<file path="config.mk">
export PLATFORM = sky130hd
export DESIGN_NAME = rtc_event_flags
export DESIGN_NICKNAME = d
export VERILOG_FILES = /design/src/rtl/rtc_flags_pkg.sv /design/src/rtl/alarm_field_cmp.sv /design/src/rtl/alarm_match.sv /design/src/rtl/evt_status_reg.sv /design/src/rtl/rtc_event_flags.sv
export SDC_FILE = /design/constraint.sdc
export NUM_CORES = 1
export LEC_CHECK = 0
export BUFFER_PORTS_ARGS = -buffer_cell sky130_fd_sc_hd__buf_2
export CAP_MARGIN = 5
export CORE_MARGIN = 2
export CORE_UTILIZATION = 33
export CTS_BUF_LIST = sky130_fd_sc_hd__clkbuf_2 sky130_fd_sc_hd__clkbuf_4 sky130_fd_sc_hd__clkbuf_8
export CTS_CLUSTER_SIZE = 40
export DETAILED_ROUTE_END_ITERATION = 7
export HOLD_SLACK_MARGIN = 0.15
export PLACE_DENSITY_LB_ADDON = 0.15
export SLEW_MARGIN = 20
export SYNTH_ARGS = -nofsm -noshare
export SYNTH_HDL_FRONTEND = slang
export SYNTH_SLANG_ARGS = --single-unit
export TNS_END_PERCENT = 100
</file>
<file path="constraint.sdc">
create_clock -name clk_i -period 1.8 [get_ports clk_i]
set_input_delay 0.36 -clock clk_i [delete_from_list [all_inputs] [get_ports clk_i]]
set_output_delay 0.36 -clock clk_i [all_outputs]
set_load 0.01 [all_outputs]
</file>
<file path="src/rtl/rtc_flags_pkg.sv">
package rtc_flags_pkg;
  parameter int unsigned FIELD_W  = 8;
  parameter int unsigned N_FIELDS = 3;
  parameter int unsigned STAT_W   = 8;
  localparam int unsigned N_FLAGS = 4;
  localparam int unsigned LOW_W   = STAT_W - N_FLAGS;

  // flag vector index; stat_o places it at [STAT_W-1 -: N_FLAGS]
  localparam int unsigned F_UPD = 0;  // bit 4
  localparam int unsigned F_ALM = 1;  // bit 5
  localparam int unsigned F_PER = 2;  // bit 6
  localparam int unsigned F_REQ = 3;  // bit 7

  typedef logic [FIELD_W-1:0] field_t;
  typedef logic [N_FLAGS-1:0] flags_t;
endpackage

</file>
<file path="src/rtl/alarm_field_cmp.sv">
module alarm_field_cmp
  import rtc_flags_pkg::*;
(
  input  field_t alm_i,
  input  field_t cur_i,
  output logic   hit_o
);
  logic wild;
  assign wild  = &alm_i[FIELD_W-1 -: 2];
  assign hit_o = wild | (alm_i == cur_i);
endmodule

</file>
<file path="src/rtl/alarm_match.sv">
module alarm_match
  import rtc_flags_pkg::*;
(
  input  field_t alm_i [N_FIELDS],
  input  field_t cur_i [N_FIELDS],
  output logic   match_o
);
  logic [N_FIELDS-1:0] hit;

  for (genvar g = 0; g < N_FIELDS; g++) begin : g_field
    alarm_field_cmp u_cmp (
      .alm_i (alm_i[g]),
      .cur_i (cur_i[g]),
      .hit_o (hit[g])
    );
  end

  assign match_o = &hit;
endmodule

</file>
<file path="src/rtl/evt_status_reg.sv">
module evt_status_reg
  import rtc_flags_pkg::*;
(
  input  logic   clk_i,
  input  logic   rst_ni,
  input  logic   set_upd_i,
  input  logic   set_alm_i,
  input  logic   set_per_i,
  input  logic   clr_i,
  output flags_t flags_o
);
  flags_t flags_q, flags_d, set_vec;

  always_comb begin
    set_vec        = '0;
    set_vec[F_UPD] = set_upd_i;
    set_vec[F_ALM] = set_alm_i;
    set_vec[F_PER] = set_per_i;
    set_vec[F_REQ] = set_upd_i | set_alm_i | set_per_i;
    // new events win over the read-clear
    flags_d = (clr_i ? '0 : flags_q) | set_vec;
  end

  always_ff @(posedge clk_i or negedge rst_ni) begin
    if (!rst_ni) flags_q <= '0;
    else         flags_q <= flags_d;
  end

  assign flags_o = flags_q;
endmodule

</file>
<file path="src/rtl/rtc_event_flags.sv">
module rtc_event_flags
  import rtc_flags_pkg::*;
(
  input  logic              clk_i,
  input  logic              rst_ni,
  input  logic              upd_done_i,
  input  logic [7:0]        sec_i,
  input  logic [7:0]        min_i,
  input  logic [7:0]        hour_i,
  input  logic [7:0]        alm_sec_i,
  input  logic [7:0]        alm_min_i,
  input  logic [7:0]        alm_hour_i,
  input  logic              alm_en_i,
  input  logic              upd_en_i,
  input  logic              per_evt_i,
  input  logic              stat_rd_i,
  output logic [STAT_W-1:0] stat_o,
  output logic              irq_o
);
  field_t alm_arr [N_FIELDS];
  field_t cur_arr [N_FIELDS];
  logic   match;
  flags_t flags;

  assign alm_arr[0] = alm_sec_i;
  assign alm_arr[1] = alm_min_i;
  assign alm_arr[2] = alm_hour_i;
  assign cur_arr[0] = sec_i;
  assign cur_arr[1] = min_i;
  assign cur_arr[2] = hour_i;

  alarm_match u_match (
    .alm_i   (alm_arr),
    .cur_i   (cur_arr),
    .match_o (match)
  );

  evt_status_reg u_stat (
    .clk_i     (clk_i),
    .rst_ni    (rst_ni),
    .set_upd_i (upd_done_i & upd_en_i),
    .set_alm_i (upd_done_i & alm_en_i & match),
    .set_per_i (per_evt_i),
    .clr_i     (stat_rd_i),
    .flags_o   (flags)
  );

  assign stat_o = {flags, {LOW_W{1'b0}}};
  assign irq_o  = flags[F_REQ];
endmodule

</file>
Word level (Yosys, flattened, before mapping)
Index checks and enable logic that the tools add are counted.
Operators by class
  reductions and logical operators: 4
  multiplexer cells: 1
  equal/unequal tests: 3
  bitwise logic cells: 9
Operator list (number)
  $eq A8 B8 Y1: 3
  $reduce_and A2 Y1: 3
  $or A1 B1 Y1: 5
  $mux W4: 1
  $or A4 B4 Y4: 1
  $and A1 B1 Y1: 3
  $reduce_and A3 Y1: 1
Storage, ports and cells
  output and inout port bits: 9
  input port bits: 55
  register bits: 4

Logic depth before layout (Yosys ltp)
  depth after elaboration: 7
  gate-level depth with buffers: 5
  gate-level depth less buffers: 5

Hierarchy
Synthesis repeated with hierarchy kept, for this count alone.
Unflattened totals
  cells, all modules: 54
  area, all modules: 475.5 um^2
By module, submodules not included
  alarm_field_cmp: cells an instance 12, instances 3, seq. area each 0.0 um^2, area an instance 91.3 um^2
  evt_status_reg: cells an instance 9, instances 1, seq. area each 100.1 um^2, area an instance 141.4 um^2
  rtc_event_flags: cells an instance 8, instances 1, seq. area each 0.0 um^2, area an instance 53.8 um^2
  alarm_match: cells an instance 1, instances 1, seq. area each 0.0 um^2, area an instance 6.3 um^2

Least setup slack after synthesis
OpenSTA, ideal clock, no wires.
  path type: in2reg
  from: input port alm_min_i[6]
  to: register u_stat.flags_q[1], in the netlist u_stat.flags_o[1]
  buffers on the path: 0
  library setup time: 0.083 ns
  arrival time: 1.440 ns
  path slack: 0.277 ns
  stages on the path: 5
  cell sequence: xor2_1 > nor4_1 > a22oi_1 > or4_1 > o21ai_0
On the way
  word-level cells in the longest chain between the ends: 5
  elaborated cells on any way between the ends: 6
Ends and longest elaborated chain
  start, declared: line rtc_event_flags.sv:11  | input logic [7:0] alm_min_i,
  $eq A8 B8 Y1 / $reduce_and A2 Y1 (equally long branches): line alarm_field_cmp.sv:10, alarm_field_cmp.sv:9
  $or A1 B1 Y1 *: line alarm_field_cmp.sv:10  | assign hit_o = wild | (alm_i == cur_i);
  $reduce_and A3 Y1 *: line alarm_match.sv:18  | assign match_o = &hit;
  $and A1 B1 Y1 *: line rtc_event_flags.sv:42  | .set_alm_i (upd_done_i & alm_en_i & match),
  $or A4 B4 Y4 *: line evt_status_reg.sv:21  | flags_d = (clr_i ? '0 : flags_q) | set_vec;
  net u_stat.flags_d[1]: line evt_status_reg.sv:12  | flags_t flags_q, flags_d, set_vec;
  end signal, assigned: line evt_status_reg.sv:26  | else flags_q <= flags_d;
  end, declared: line evt_status_reg.sv:12
The timed path passes the listed nets; every way through them passes the cells marked *.

Worst setup path in the final report
  from: input port alm_min_i[7]
  to: register u_stat.flags_q[1], in the netlist u_stat.flags_o[1]
The elaborated chain is that of the path after synthesis.

==> results.ini <==
[clock_tree]
htree_levels=1
cts_tree=done
cts.clk_slew.worst_paths_ps=40
clockBufferDepth=2
post-cts-setup-buffers=0
worst_skew_pair.late_latency_ps=230
root_buffer=clkbuf_4
cts_made_buffers=3
clock-sinks=4

[setup_path]
worst-path-max-fanout=2
cp-end-kind=register
r2r-end=u_stat.flags_o[3]$_DFF_PN0_
required_ps=1950
rrSetupSlack_ps=1050
cp-start-kind=input pin
r2r_start=u_stat.flags_o[3]$_DFF_PN0_
rr_worst_depth=2
arrival_ps=1720
critPathKind=input pin to register
crit_start=alm_min_i[7]
endpoint=u_stat.flags_o[1]$_DFF_PN0_

[pwr]
internal-power_uw=247.1
ir_drop_v=0.0002150
p_comb_frac=0.392
power_leakage_nw=0.4464
powerDensity_mw_per_mm2=438.1
clockPowerShare=0.322
switching_share=0.2823
p_seq_frac=0.285
switching_power_uw=97.18

[detailed_routing]
drt_iter0_drc=8
top_layer=met4
viasPerCell=4.438
wl_met3_um=119
dr_wl_met2_um=648
drc_errors=0
drt_pre_antenna_iters=4
wl_per_cell_um=8.946
drtAntennaViolNets=0
drt_wl_total_mm=1.163
wl_met1_um=389
vias=577

[yosys]
ys.warnings.count=0
ys_seq_elements=4
avgSynthCellArea_sq_um=8.619
yosysSeqAreaShare=0.2151
syn_area_sq_um=465.4
syn_inst=54
synth_cell_types=13

[layout]
drive_gt1_frac=0.5391
largest_reg_flops=4
final_util=0.6038
stdcell_count=130
design_area_sq_um=785.8
diodes=0
final_net_count=172
syn_to_final_growth_pct=68.82
n_fill_cell=138

[sta]
max_freq_mhz=637.0
hold_ws_ps=323.2
fin_crit_sh=0.8722
finClkSkew_ps=0
rsz0062_at_grt=no
finalCriticalPeriod_ps=1570
fin_setup_tns_ps=0
drv_slew=0
hold_viol=0
setup_viol=0

[floorplan]
die_w_um=41.56
rows=13
pin_count=64
core_sq_mm=0.001301
dieHeight_um=41.56
dieArea_sq_mm=0.001727
start_util=0.3577

[grt]
grt_overflow_total=0
grt_pass1_wl_mm=1.856
grt.total_usage=0.1368
first_global_vias=541
grt_max_degree=5
grt_antenna_before_repair=0

[place]
place_inst=126
place_congestion=0.6865
place_hpwl_mm=1.037
portBuffers=59
dpl-instance-area_sq_um=753.2

[run_status]
run_status=completed

[worst_hold_path]
min_path_type=input pin to register

[run]
cap_violations=0

power groups by stage:
stage          logic (mW)  registers [mW]  clock network [mW]
6_report            0.135          0.0982               0.111
3_3_place_gp        0.132          0.0994                   0
5_1_grt             0.150          0.0990               0.121
2_1_floorplan      0.0591           0.102                   0
3_5_place_dp        0.134          0.0995                   0
4_1_cts             0.137          0.0983               0.116
layout by cell type (no fill, tap or decap), types with 2 or more instances in the layout:
cell type	instances
a22oi_1	3
buf_2	59
clkbuf_4	3
conb_1	4
dfrtp_1	4
inv_1	3
nand2_1	2
nor4_1	6
o21ai_0	2
xor2_1	24
worst min-delay path by stage:
stage              start  slack, ps                          end  depth (start not counted)
3_5_place_dp      rst_ni        170  u_stat.flags_o[2]$_DFF_PN0_                          1
6_report       per_evt_i        320  u_stat.flags_o[2]$_DFF_PN0_                          2
3_3_place_gp      rst_ni        170  u_stat.flags_o[2]$_DFF_PN0_                          1
2_1_floorplan     rst_ni         60  u_stat.flags_o[0]$_DFF_PN0_                          0
4_1_cts        per_evt_i        320  u_stat.flags_o[2]$_DFF_PN0_                          2
5_1_grt        per_evt_i        330  u_stat.flags_o[2]$_DFF_PN0_                          2
kinds of logic (layout without fill, tap and decap cells):
group,Yosys count,after routing,synth area share
other cells,1,4,0.008057
buf+inv,8,66,0.1048
flops,4,4,0.2151
xor+xnor,24,24,0.4516
compound gates,7,7,0.09677
simple gates,10,10,0.1237
metrics by stage:
step | power [mW] | setup slack [ps]
after global routing | 0.3704 | 87.19
after floorplan | 0.1614 | 277.4
after global placement | 0.2312 | 56.61
final | 0.3442 | 230.0
after detailed placement | 0.2336 | 59.82
after CTS | 0.3517 | 204.5
per-layer routing:
layer,GRT usage,vias to the layer above
met3,0.03043,2
met2,0.2750,35
li1,-,296
met5,0,-
met4,0.08387,0
met1,0.1170,244
critical path, stage by stage:
cell and delay (ps):
buf_2 120, xor2_1 150, nor4_1 350, a22oi_1 100, or4_1 550, o21ai_0 90
timing repair:
item,in CTS,in global routing
hold endpoints to repair,4,0
hold buffers,1,0
resized for setup,0,0
synth_stat cells:
cell type  count  area share
a21o_1         1       0.016
a21oi_1        1       0.011
a22oi_1        3       0.048
buf_4          5       0.081
conb_1         1      0.0081
dfrtp_1        4        0.22
inv_1          3       0.024
nand2_1        2       0.016
nand3_1        1       0.011
nor4_1         6       0.081
o21ai_0        2       0.022
or4_1          1       0.016
xor2_1        24        0.45
final cells by class:
class,count,area (sq um),area share
well taps,15,18.77,0.02389
multi-input cells,45,327.8,0.4172
flip-flops and latches,4,100.1,0.1274
repair buffers,60,305.3,0.3885
inverters,3,11.26,0.01433
clock buffers,3,22.52,0.02866
(Power assumes the default switching activity.)
